### config.mk
export PLATFORM = sky130hd
export DESIGN_NAME = gd_spare_adder
export DESIGN_NICKNAME = d
export VERILOG_FILES = /design/src/rtl/gd_pkg.sv /design/src/rtl/gd_ripple_seg.sv /design/src/rtl/gd_carry_tree.sv /design/src/rtl/gd_selftest.sv /design/src/rtl/gd_rotor.sv /design/src/rtl/gd_spare_adder.sv
export SDC_FILE = /design/constraint.sdc
export NUM_CORES = 1
export LEC_CHECK = 0
export ABC_AREA = 1
export ABC_CLOCK_PERIOD_IN_PS = 6400
export BUFFER_PORTS_ARGS = -buffer_cell sky130_fd_sc_hd__buf_2
export CORE_ASPECT_RATIO = 1.2
export CORE_MARGIN = 10
export CORE_UTILIZATION = 56
export DETAILED_ROUTE_END_ITERATION = 10
export GPL_ROUTABILITY_DRIVEN = 0
export PLACE_DENSITY = 0.9
export SLEW_MARGIN = 15
export SYNTH_ARGS = -nofsm -noshare
export SYNTH_HDL_FRONTEND = slang
export SYNTH_HIERARCHICAL = 1
export SYNTH_SLANG_ARGS = --single-unit
### constraint.sdc
create_clock -name clk -period 6.4 [get_ports clk]
set_input_delay 0 -clock clk [delete_from_list [all_inputs] [get_ports clk]]
set_output_delay 0 -clock clk [all_outputs]
set_load 0.02 [all_outputs]
### src/rtl/gd_pkg.sv
package gd_pkg;

  localparam int MAXW = 64;

  typedef logic [MAXW-1:0] wide_t;

  // one-bit full adder, sum output
  function automatic logic fa_sum(input logic x, input logic y, input logic c);
    return x ^ y ^ c;
  endfunction

  // one-bit full adder, carry output
  function automatic logic fa_carry(input logic x, input logic y, input logic c);
    return (x & y) | (x & c) | (y & c);
  endfunction

  // carry a w-bit slice produces on its own (carry-in 0)
  function automatic logic grp_gen(input wide_t x, input wide_t y, input int w);
    logic c;
    c = 1'b0;
    for (int i = 0; i < MAXW; i++) begin
      if (i < w) c = fa_carry(x[i], y[i], c);
    end
    return c;
  endfunction

  // slice passes an incoming carry straight through
  function automatic logic grp_prop(input wide_t x, input wide_t y, input int w);
    logic p;
    p = 1'b1;
    for (int i = 0; i < MAXW; i++) begin
      if (i < w) p = p & (x[i] ^ y[i]);
    end
    return p;
  endfunction

  // prefix combine of (g,p) pairs: left is the more significant group
  function automatic logic [1:0] gp_merge(input logic gl, input logic pl,
                                          input logic gr, input logic pr);
    return {gl | (pl & gr), pl & pr};
  endfunction

endpackage

### src/rtl/gd_ripple_seg.sv
module gd_ripple_seg #(
  parameter int SEG_W = 8
) (
  input  logic [SEG_W-1:0] a_i,
  input  logic [SEG_W-1:0] b_i,
  input  logic             ci_i,
  input  logic             flip_i,
  output logic [SEG_W-1:0] s_o,
  output logic             co_o
);
  import gd_pkg::*;

  logic [SEG_W:0]   chain;
  logic [SEG_W-1:0] raw;

  assign chain[0] = ci_i;

  for (genvar i = 0; i < SEG_W; i++) begin : g_bit
    assign raw[i]      = fa_sum(a_i[i], b_i[i], chain[i]);
    assign chain[i+1]  = fa_carry(a_i[i], b_i[i], chain[i]);
  end

  // injected fault: low sum bit inverted
  assign s_o  = raw ^ SEG_W'(flip_i);
  assign co_o = chain[SEG_W];

endmodule

### src/rtl/gd_carry_tree.sv
module gd_carry_tree #(
  parameter int SEG_W   = 8,
  parameter int NUM_SEG = 4
) (
  input  logic [SEG_W*NUM_SEG-1:0] a_i,
  input  logic [SEG_W*NUM_SEG-1:0] b_i,
  input  logic                     cin_i,
  output logic [NUM_SEG-1:0]       seg_cin_o
);
  import gd_pkg::*;

  // only the lower NUM_SEG-1 groups feed another segment
  localparam int NT  = NUM_SEG - 1;
  localparam int LVL = (NT > 1) ? $clog2(NT) : 0;

  logic [NT-1:0]         g0, p0;
  logic [LVL:0][NT-1:0]  gl, pl;

  for (genvar i = 0; i < NT; i++) begin : g_grp
    assign g0[i] = grp_gen (wide_t'(a_i[i*SEG_W +: SEG_W]), wide_t'(b_i[i*SEG_W +: SEG_W]), SEG_W);
    assign p0[i] = grp_prop(wide_t'(a_i[i*SEG_W +: SEG_W]), wide_t'(b_i[i*SEG_W +: SEG_W]), SEG_W);
    if (i == 0) begin : g_base
      assign gl[0][0] = g0[0] | (p0[0] & cin_i);
      assign pl[0][0] = p0[0];
    end else begin : g_other
      assign gl[0][i] = g0[i];
      assign pl[0][i] = p0[i];
    end
  end

  for (genvar l = 0; l < LVL; l++) begin : g_lvl
    localparam int D = 1 << l;
    for (genvar i = 0; i < NT; i++) begin : g_node
      if (i >= D) begin : g_merge
        assign {gl[l+1][i], pl[l+1][i]} = gp_merge(gl[l][i], pl[l][i], gl[l][i-D], pl[l][i-D]);
      end else begin : g_pass
        assign gl[l+1][i] = gl[l][i];
        assign pl[l+1][i] = pl[l][i];
      end
    end
  end

  assign seg_cin_o[0] = cin_i;
  for (genvar i = 0; i < NT; i++) begin : g_out
    assign seg_cin_o[i+1] = gl[LVL][i];
  end

endmodule

### src/rtl/gd_selftest.sv
module gd_selftest #(
  parameter int SEG_W   = 8,
  parameter int NUM_SEG = 4,
  localparam int IDX_W  = (NUM_SEG > 1) ? $clog2(NUM_SEG) : 1
) (
  input  logic [NUM_SEG-1:0][SEG_W-1:0] seg_s_i,
  input  logic [NUM_SEG-1:0]            seg_co_i,
  input  logic [IDX_W-1:0]              idx_i,
  input  logic                          enable_i,
  output logic                          fail_o
);
  // known answer for the self-test vector
  localparam logic [SEG_W-1:0] TA = '1;
  localparam logic [SEG_W-1:0] TB = SEG_W'(1);
  localparam logic [SEG_W:0]   TR = {1'b0, TA} + {1'b0, TB};

  logic [SEG_W-1:0] got_s;
  logic             got_co;

  assign got_s  = seg_s_i[idx_i];
  assign got_co = seg_co_i[idx_i];
  assign fail_o = enable_i && ((got_s != TR[SEG_W-1:0]) || (got_co != TR[SEG_W]));

endmodule

### src/rtl/gd_rotor.sv
module gd_rotor #(
  parameter int NUM_SEG = 4,
  localparam int IDX_W  = (NUM_SEG > 1) ? $clog2(NUM_SEG) : 1
) (
  input  logic             clk,
  input  logic             rst_n,
  input  logic             fail_i,
  output logic [IDX_W-1:0] ptr_o,
  output logic             deg_o,
  output logic [IDX_W-1:0] idx_o,
  output logic             err_o
);
  localparam logic [IDX_W-1:0] LAST = IDX_W'(NUM_SEG - 1);

  logic [IDX_W-1:0] ptr_q, idx_q;
  logic             deg_q, err_q;

  always_ff @(posedge clk or negedge rst_n) begin
    if (!rst_n) begin
      ptr_q <= '0;
      idx_q <= '0;
      deg_q <= 1'b0;
      err_q <= 1'b0;
    end else begin
      err_q <= 1'b0;
      if (!deg_q) begin
        if (fail_i) begin
          deg_q <= 1'b1;
          idx_q <= ptr_q;
          err_q <= 1'b1;
        end else begin
          ptr_q <= (ptr_q == LAST) ? '0 : ptr_q + 1'b1;
        end
      end
    end
  end

  assign ptr_o = ptr_q;
  assign deg_o = deg_q;
  assign idx_o = idx_q;
  assign err_o = err_q;


  ptr_advance_chk: assert property (@(posedge clk) disable iff (!rst_n)
    (!deg_q && !fail_i) |=> (ptr_q != $past(ptr_q)));


  sticky_state_chk: assert property (@(posedge clk) disable iff (!rst_n)
    deg_q |=> (deg_q && $stable(idx_q)));


  err_pulse_chk: assert property (@(posedge clk) disable iff (!rst_n)
    err_q |-> $rose(deg_q));

endmodule

### src/rtl/gd_spare_adder.sv
module gd_spare_adder #(
  parameter int SEG_W   = 8,
  parameter int NUM_SEG = 4,
  localparam int W      = SEG_W * NUM_SEG,
  localparam int IDX_W  = (NUM_SEG > 1) ? $clog2(NUM_SEG) : 1
) (
  input  logic             clk,
  input  logic             rst_n,
  input  logic [W-1:0]     a_i,
  input  logic [W-1:0]     b_i,
  input  logic             cin_i,
  input  logic [NUM_SEG-1:0] fault_i,
  output logic [W-1:0]     sum_o,
  output logic             cout_o,
  output logic             err_o,
  output logic [IDX_W-1:0] repl_idx_o,
  output logic             degraded_o
);
  localparam logic [SEG_W-1:0] TEST_A = '1;
  localparam logic [SEG_W-1:0] TEST_B = SEG_W'(1);

  // named internal events
  logic [NUM_SEG-1:0]            seg_cin;
  logic [NUM_SEG-1:0][SEG_W-1:0] seg_a, seg_b, seg_s;
  logic [NUM_SEG-1:0]            seg_ci, seg_co;
  logic [NUM_SEG-1:0]            slot_hot;
  logic [SEG_W-1:0]              spare_a, spare_b, spare_s;
  logic                          spare_ci, spare_co;
  logic [IDX_W-1:0]              ptr, idx, slot;
  logic                          deg, fail, err;
  logic [W-1:0]                  sum_d;
  logic                          cout_d;
  logic                          valid_q;

  gd_carry_tree #(.SEG_W(SEG_W), .NUM_SEG(NUM_SEG)) u_tree (
    .a_i(a_i), .b_i(b_i), .cin_i(cin_i), .seg_cin_o(seg_cin)
  );

  gd_rotor #(.NUM_SEG(NUM_SEG)) u_rotor (
    .clk(clk), .rst_n(rst_n), .fail_i(fail),
    .ptr_o(ptr), .deg_o(deg), .idx_o(idx), .err_o(err)
  );

  // slot served by the spare: rotating, or frozen once degraded
  assign slot = deg ? idx : ptr;

  for (genvar i = 0; i < NUM_SEG; i++) begin : g_seg
    assign slot_hot[i] = (slot == IDX_W'(i));
    assign seg_a[i]    = slot_hot[i] ? TEST_A : a_i[i*SEG_W +: SEG_W];
    assign seg_b[i]    = slot_hot[i] ? TEST_B : b_i[i*SEG_W +: SEG_W];
    assign seg_ci[i]   = slot_hot[i] ? 1'b0   : seg_cin[i];

    gd_ripple_seg #(.SEG_W(SEG_W)) u_seg (
      .a_i(seg_a[i]), .b_i(seg_b[i]), .ci_i(seg_ci[i]), .flip_i(fault_i[i]),
      .s_o(seg_s[i]), .co_o(seg_co[i])
    );

    assign sum_d[i*SEG_W +: SEG_W] = slot_hot[i] ? spare_s : seg_s[i];
  end

  assign spare_a  = a_i[slot*SEG_W +: SEG_W];
  assign spare_b  = b_i[slot*SEG_W +: SEG_W];
  assign spare_ci = seg_cin[slot];

  gd_ripple_seg #(.SEG_W(SEG_W)) u_spare (
    .a_i(spare_a), .b_i(spare_b), .ci_i(spare_ci), .flip_i(1'b0),
    .s_o(spare_s), .co_o(spare_co)
  );

  assign cout_d = slot_hot[NUM_SEG-1] ? spare_co : seg_co[NUM_SEG-1];

  gd_selftest #(.SEG_W(SEG_W), .NUM_SEG(NUM_SEG)) u_test (
    .seg_s_i(seg_s), .seg_co_i(seg_co), .idx_i(ptr), .enable_i(!deg), .fail_o(fail)
  );

  always_ff @(posedge clk or negedge rst_n) begin
    if (!rst_n) begin
      sum_o   <= '0;
      cout_o  <= 1'b0;
      valid_q <= 1'b0;
    end else begin
      sum_o   <= sum_d;
      cout_o  <= cout_d;
      valid_q <= 1'b1;
    end
  end

  assign err_o      = err;
  assign repl_idx_o = idx;
  assign degraded_o = deg;


  clean_sum_chk: assert property (@(posedge clk) disable iff (!rst_n)
    (valid_q && ($past(fault_i) == '0)) |->
      ({cout_o, sum_o} == ({1'b0, $past(a_i)} + {1'b0, $past(b_i)} + (W+1)'($past(cin_i)))));


  repl_index_chk: assert property (@(posedge clk) disable iff (!rst_n)
    err_o |-> (repl_idx_o == $past(ptr)));


  no_recheck_chk: assert property (@(posedge clk) disable iff (!rst_n)
    degraded_o |=> !err_o);


  spare_slot_chk: assert property (@(posedge clk) disable iff (!rst_n)
    $countones(slot_hot) == 1);

endmodule

After elaboration in Yosys (flattened, before gate mapping)
Index checks and enable logic that the tools add are counted.

operators by class
  shifts and indexed selects = 2
  equality and inequality tests = 4
  reduce and logical (&&, ||, !) cells = 7
  mux-type cells = 28
  bitwise logic cells = 449
  add/subtract/negate cells = 1
  $lt $le $gt $ge = 2

operator list
  operator                                                    number
  bitwise AND 1 bit                                           212
  bitwise OR 1 bit                                            126
  2-to-1 mux 8 bit                                            13
  XOR 1 bit                                                   104
  variable part select 32 x 6 -> 8 bit                        2
  XOR 8 x 1 -> 8 bit                                          4
  binary-select mux 8 bit (select 2 bit)                      1
  2-to-1 mux 1 bit                                            10
  nonzero test 8 bit                                          1
  == test 2 bit, second input constant                        3
  less-than comparator 2 x 3 -> 1 bit, second input constant  2
  binary-select mux 1 bit (select 2 bit)                      2
  2-to-1 mux 2 bit                                            2
  AND reduction 2 bit                                         2
  NOT 1 bit                                                   3
  adder 2 x 1 -> 2 bit, second input constant                 1
  == test 2 x 1 -> 1 bit, second input constant               1
  zero test 2 bit                                             1
  logical AND 1 bit                                           1
  zero test 1 bit                                             1
  logical OR 1 bit                                            1

storage, ports and cells
  logic and storage cells = 499
  input port bits = 71
  output and inout bits = 37
  register bits = 39

Longest topological paths before layout
Gate-level depths: netlist of run 1.

  depth after elaboration = 57
  gate-level depth with buffers = 40
  mapped depth without buffers = 40

By module
Netlist of run 1, hierarchy kept.

modules (own cells, without submodules)
  module          cells each  seq. area each (µm²)  area each (µm²)  times used
  gd_spare_adder  420         825.8                 2,580.0          1
  gd_ripple_seg   22          0.0                   212.7            5
  gd_carry_tree   123         0.0                   782.0            1
  gd_rotor        25          150.1                 240.2            1
  gd_selftest     45          0.0                   190.2            1

Worst setup path before layout of run 1
Ideal clock, no wire load.

  path kind = reg2reg
  start point = register u_rotor.deg_q (netlist: u_rotor/deg_o)
  end point = register u_rotor.idx_q[0] (netlist: u_rotor/idx_o[0])
  path buffers = 2
  data required time = 6,283 ps
  slack = 1,061 ps
  period minus slack after synthesis = 5,339 ps
  arrival time = 5,222 ps
  stages on the path, launching flop included = 29
  library setup time = 117 ps
  cell sequence = dfrtp_1 inv_2 nand2_4 nand2_2 buf_6 nor2_8 buf_4 or2_1 inv_1 fa_1 inv_1 fa_1 fa_1 fa_1 fa_1 fa_1 fa_1 inv_1 fa_1 inv_1 inv_1 nand2_1 nor2_1 nor2_1 nor2_2 nor2_1 nand2_2 nand2_1 nand2_1

RTL lines
  item                      line            text
  start: declaration        gd_rotor.sv:16  logic deg_q, err_q;
  start signal: assignment  gd_rotor.sv:22  deg_q <= 1'b0;
  start signal: assignment  gd_rotor.sv:28  deg_q <= 1'b1;
  end signal: assignment    gd_rotor.sv:29  idx_q <= ptr_q;
  end: declaration          gd_rotor.sv:15  logic [IDX_W-1:0] ptr_q, idx_q;

==> reports/metrics.yaml, run 1 <==
overflow: 0
min_path_type: "input port to flip-flop"
max_freq_mhz: 168
cts_tree: "yes"
slew_viol_final: 0
timing.rr.end: "u_rotor/idx_o[1]"
drive_above_1_share_pct: 22.2
cts_root_buf: "clkbuf_8"
syn_area_mm2: 0.00486
worst_slack_ns: 0.444
die_width_um: 105
fp.dieArea_mm2: 0.0128
cp.arrival_ns: 6.13
status: "completed"
clk_pin_slew_worst_paths_ns: 0.07
syn2layout_area_growth_pct: 14.2
port_buffers: 107
rr_worst_depth: 27
yosysUniqueCellTypes: 30
track_usage_pct: 19.7
diodes: 0
ys_ff_latch: 39
coreArea_mm2: 0.00852
ir_worst_vdd_uv: 175
tns_ns: 0
hold_start: "fault_i[3]"
rsz0062_at_grt: "false"
post-place-ws_ns: 0.417
p_leak_nw: 3.34
grt_pass1_wl_mm: 20.9
rows: 37
synthFlopType: "dfrtp_1"
async_flop_share_pct: 100
power_density_mw_per_mm2: 434
crit_path_start_kind: "flip-flop"
drt_iter0_markers: 440
cts_setup_buffers: 0
drt-vias-per-instance: 5.03
synth_top_area_cell: "dfrtp_1"
min_to: "sum_o[24]"
avgSynthCellArea_um2: 6.72
regArea_um2: 976
ff2ff_setup_slack_ns: 0.44
cp_max_fo: 18
max_slew_margin_pct: 46.7
dr.pass1.iters: 6
numCtsBuffers: 5
initial_core_util_pct: 57.0
skew_ns: 0.00558
rr_startpoint: "u_rotor/ptr_o[0]"
cp.required_ns: 6.57
drc: 0
hpwl_mm: 10.9
ioPinCount: 108
critical-path-slowest-cell: "dfrtp_1"
die_y_um: 122
cts.path.max_buffers: 2
antenna_found_initial: 0
multi_input_area_mm2: 0.00327
synth_common_cells: "245 x nand2_1, 116 x inv_1, 62 x nand3_1, 58 x nor2_1, 40 x fa_1"
synth_top_cell_area_share_pct: 20.1
hold_viol: 0
avgRoutedWirePerCell_um: 13.7
path_class: "flip-flop to flip-flop"
vias: 4716
ys_seq_area_share_pct: 20.1
htree_levels: 2
yosysWarnings: 6
setup_violations: 0
path_common_cell: "fa_1"
fin_nets: 956
max_stage_delay_ns: 0.62
maxCapViolCount: 0
synthTopCellsByArea: "dfrtp_1 20%, nand2_1 19%, fa_1 16%"
grt_max_degree: 40
worstMarginPinSlew_ns: 0.800
clock-sinks: 39
synth.most_common_cell: "nand2_1"
synth_cells: 723
cp-end-kind: "flip-flop"
wl_mm: 12.9
fillCellCount: 812
period_needed_ns: 5.96
synth_edf_count: 0
min_path_cells: 5
clk_latency_ns: 0.28
grt_pass1_vias: 4608
drt.antenna.violating_nets: 0
finalCritPeriodShare_pct: 93.1
## per-stage QoR
stage          std cells  hold slack, ns  instance area (um^2)  util, %  power, mW
3_3_place_gp         929           0.123                  5430     63.8       2.16
5_1_grt              938           0.114                  5550     65.1       2.65
3_5_place_dp         929           0.138                  5430     63.8       2.22
2_1_floorplan        724          -0.296                  4860        -       1.69
6_report             938          0.0975                  5550     65.1       2.41
4_1_cts              938          0.0906                  5540     65.1       2.39
## worst max-delay path by stage
| stage | start | to | slack (ns) |
|---|---|---|---|
| after global routing | u_rotor/ptr_o[0] | u_rotor/idx_o[1] | 0.08 |
| after CTS | u_rotor/ptr_o[0] | u_rotor/idx_o[1] | 0.40 |
| after global placement | u_rotor/ptr_o[0] | u_rotor/idx_o[1] | 0.64 |
| after detailed placement | u_rotor/ptr_o[0] | u_rotor/idx_o[1] | 0.42 |
| final | u_rotor/ptr_o[0] | u_rotor/idx_o[1] | 0.44 |
| after floorplan | u_rotor/deg_o | u_rotor/idx_o[0] | 1.06 |
## area by class of cell
type                    instances  share of cell area (%)
repair buffers                111                    10.2
multi-input cells             535                    59.0
well taps                     117                    2.64
inverters                     128                    8.71
flip-flops and latches         39                    17.6
clock buffers                   8                    1.80
## cells by family after synthesis
family / Yosys count / synth area share (%)
compound gates: 22 / 2.78
fa+ha+maj: 65 / 22.9
buf+inv: 150 / 12.7
flops: 39 / 20.1
other cells: 1 / 0.0772
simple gates: 446 / 41.4
## flip-flops by register name, indices dropped and copies added (netlist names)
name / flops
sum_o: 32
u_rotor/idx_o: 2
u_rotor/ptr_o: 2
cout_o: 1
u_rotor/deg_o: 1
u_rotor/err_o: 1
## timing repair
item	in CTS	in global routing
endpoints found under the setup margin	0	4
hold buffers	1	0
hold endpoints to repair	39	0
gates resized for setup	0	1
## metal layers
metal	share of wire [%]	track usage, %
met2	49	34.1
met5	0	0
met4	3.9	9.88
met1	40	23.6
met3	7.4	2.48
## where the power goes
part	leakage, nW	internal (mW)	switching (mW)
registers	0.465	0.369	0.0430
clock network	0.0515	0.0982	0.0762
logic	2.82	0.645	1.18
total	3.34	1.11	1.30
## worst max-delay path: cells and delay by family (launching register included)
family | cells | cell delay [ns]
AND/OR/NAND/NOR | 13 | 1.70
adder cells (fa/ha/maj) | 8 | 2.94
buffers and inverters | 6 | 0.60
flip-flops | 1 | 0.62
## cells in the final DEF (no fill, tap or decap), drive strengths merged, types with 8 or more instances in the layout
| cell type | n |
|---|---|
| buf | 110 |
| clkbuf | 8 |
| dfrtp | 39 |
| fa | 40 |
| ha | 25 |
| inv | 127 |
| nand2 | 259 |
| nand3 | 62 |
| nor2 | 63 |
| o21ai | 19 |
| or2 | 54 |
Note: power is estimated with default switching activity, not from simulation.
==> run 2, diff against run 1 <==
--- a/config.mk
+++ b/config.mk
@@ -7,13 +7,15 @@
 export LEC_CHECK = 0
 export ABC_AREA = 1
 export ABC_CLOCK_PERIOD_IN_PS = 6400
-export BUFFER_PORTS_ARGS = -buffer_cell sky130_fd_sc_hd__buf_2
+export BUFFER_PORTS_ARGS = -buffer_cell sky130_fd_sc_hd__buf_4
+export CAP_MARGIN = 25
 export CORE_ASPECT_RATIO = 1.2
 export CORE_MARGIN = 10
 export CORE_UTILIZATION = 56
 export DETAILED_ROUTE_END_ITERATION = 10
 export GPL_ROUTABILITY_DRIVEN = 0
 export PLACE_DENSITY = 0.9
+export SKIP_LAST_GASP = 1
 export SLEW_MARGIN = 15
 export SYNTH_ARGS = -nofsm -noshare
 export SYNTH_HDL_FRONTEND = slang
==> run 2 against run 1 <==
Fmax rose by 1.8%. Wire length grew 1.2%. Largest cell class unchanged. Critical endpoint unchanged. Global-route usage is 0.53 points higher. Largest power group unchanged. Register-to-register slack gained 0.11 ns. Highest routed layer unchanged.
==> reports/metrics.yaml, run 2 (synthesis gave the netlist of run 1 again) <==
status: "completed"
cts_hold_buf: 1
clk_latency_ns: 0.29
fp.dieArea_mm2: 0.0128
max_freq_mhz: 171
wl_mm: 13.0
path_class: "flip-flop to flip-flop"
hpwl_mm: 11.1
cp-end-kind: "flip-flop"
layout_commonest_cell: "nand2_1"
clk_pin_slew_worst_paths_ns: 0.07
vias: 4636
min_path_type: "input port to flip-flop"
p_total_mw: 2.56
htree_levels: 2
final_cell_mix: "245 x nand2_1, 116 x inv_1, 111 x buf_4"
period_needed_ns: 5.85
initial_core_util_pct: 57.0
p_leak_nw: 3.45
drt.antenna.violating_nets: 0
syn2layout_area_growth_pct: 20.5
crit_path_start_kind: "flip-flop"
cp_max_fo: 18
rows: 37
top_register: "sum_o"
grt_pass1_wl_mm: 21.3
port_buffers: 107
cp.required_ns: 6.58
finalCritPeriodShare_pct: 91.4
cts_resized: 0
power_density_mw_per_mm2: 437
ir_worst_vdd_uv: 199
drt_iter0_markers: 440
numCtsBuffers: 5
antenna_found_initial: 0
cp.arrival_ns: 6.03
coreArea_mm2: 0.00852
drt-vias-per-instance: 4.94
skew_ns: 0.00360
maxCapViolCount: 0
cts.path.max_buffers: 2
dr.pass1.iters: 5
grt_max_degree: 40
hold_viol: 0
fin_nets: 957
die_y_um: 122
track_usage_pct: 20.2
avgRoutedWirePerCell_um: 13.9
cts_tree: "yes"
overflow: 0
ioPinCount: 108
rsz0062_at_grt: "false"
die_width_um: 105
tns_ns: 0
largest_register_ff_count: 32
diodes: 0
drive_above_1_share_pct: 22.3
clock-sinks: 39
cts_root_buf: "clkbuf_8"
grt_pass1_vias: 4679
slew_viol_final: 0
cts_setup_buffers: 0
setup_violations: 0
drc: 0
## run 2: changes by cell type in the layout (fill, tap and decap cells not counted), sizes merged
cell and delta:
clkbuf -2, bufinv +2, buf +1
## run 2: cell type report
class | count | area, um^2
multi-input cells | 535 | 3270
well taps | 117 | 146
clock inverters | 2 | 60.1
repair buffers | 112 | 843
inverters | 128 | 483
clock buffers | 6 | 72.6
flip-flops and latches | 39 | 976
fillers | 763 | 2670
## run 2: final timing paths
kind | startpoint | to | slack, ns | depth (start not counted)
max in group asynchronous | rst_n | sum_o[22] | 5.88 | 2
min in group asynchronous | rst_n | sum_o[10] | 0.20 | 2
worst max register to register | u_rotor/ptr_o[0] | u_rotor/idx_o[1] | 0.55 | 27
worst min-delay path | fault_i[0] | sum_o[0] | 0.08 | 5
worst max-delay path | u_rotor/ptr_o[0] | u_rotor/idx_o[1] | 0.55 | 27
worst min register to register | u_rotor/idx_o[1] | u_rotor/idx_o[1] | 0.55 | 2
## run 2: through the flow
step	util, %	setup WS (ns)	instance area (um^2)	hold WS, ns	std cells
3_3_place_gp	67.0	0.730	5710	-0.0250	930
6_report	68.7	0.551	5850	0.0812	939
2_1_floorplan	-	1.06	4860	-0.296	724
3_5_place_dp	67.0	0.600	5710	-0.0199	930
4_1_cts	68.7	0.591	5850	0.0771	939
5_1_grt	68.7	0.148	5850	0.121	939
## run 2: worst max-delay path: stages (launching register included)
cell,delay (ns)
dfrtp_1,0.61
inv_1,0.14
nand2_4,0.21
nand2_4,0.09
nand2_4,0.16
inv_2,0.14
or2_2,0.29
inv_1,0.08
fa_1,0.17
inv_1,0.05
fa_1,0.38
fa_1,0.40
fa_1,0.40
fa_1,0.39
fa_1,0.39
fa_1,0.37
inv_1,0.08
fa_1,0.42
inv_1,0.12
nor2_1,0.05
nand3b_1,0.08
nand2_1,0.05
nand3_1,0.06
nand2_1,0.05
nor2_1,0.32
nand2_2,0.11
nand2_1,0.07
nand2_1,0.04
## run 2: metal layers
metal	global-route usage [%]	part of all wire [%]
met2	34.7	50
met1	23.7	40
met4	11.2	3.3
met5	0	0
met3	3.17	6.0
## run 2: power by group
group          internal (mW)  switching [mW]
clock                  0.156          0.0795
combinational          0.721            1.18
sequential             0.370          0.0490
total                   1.25            1.31
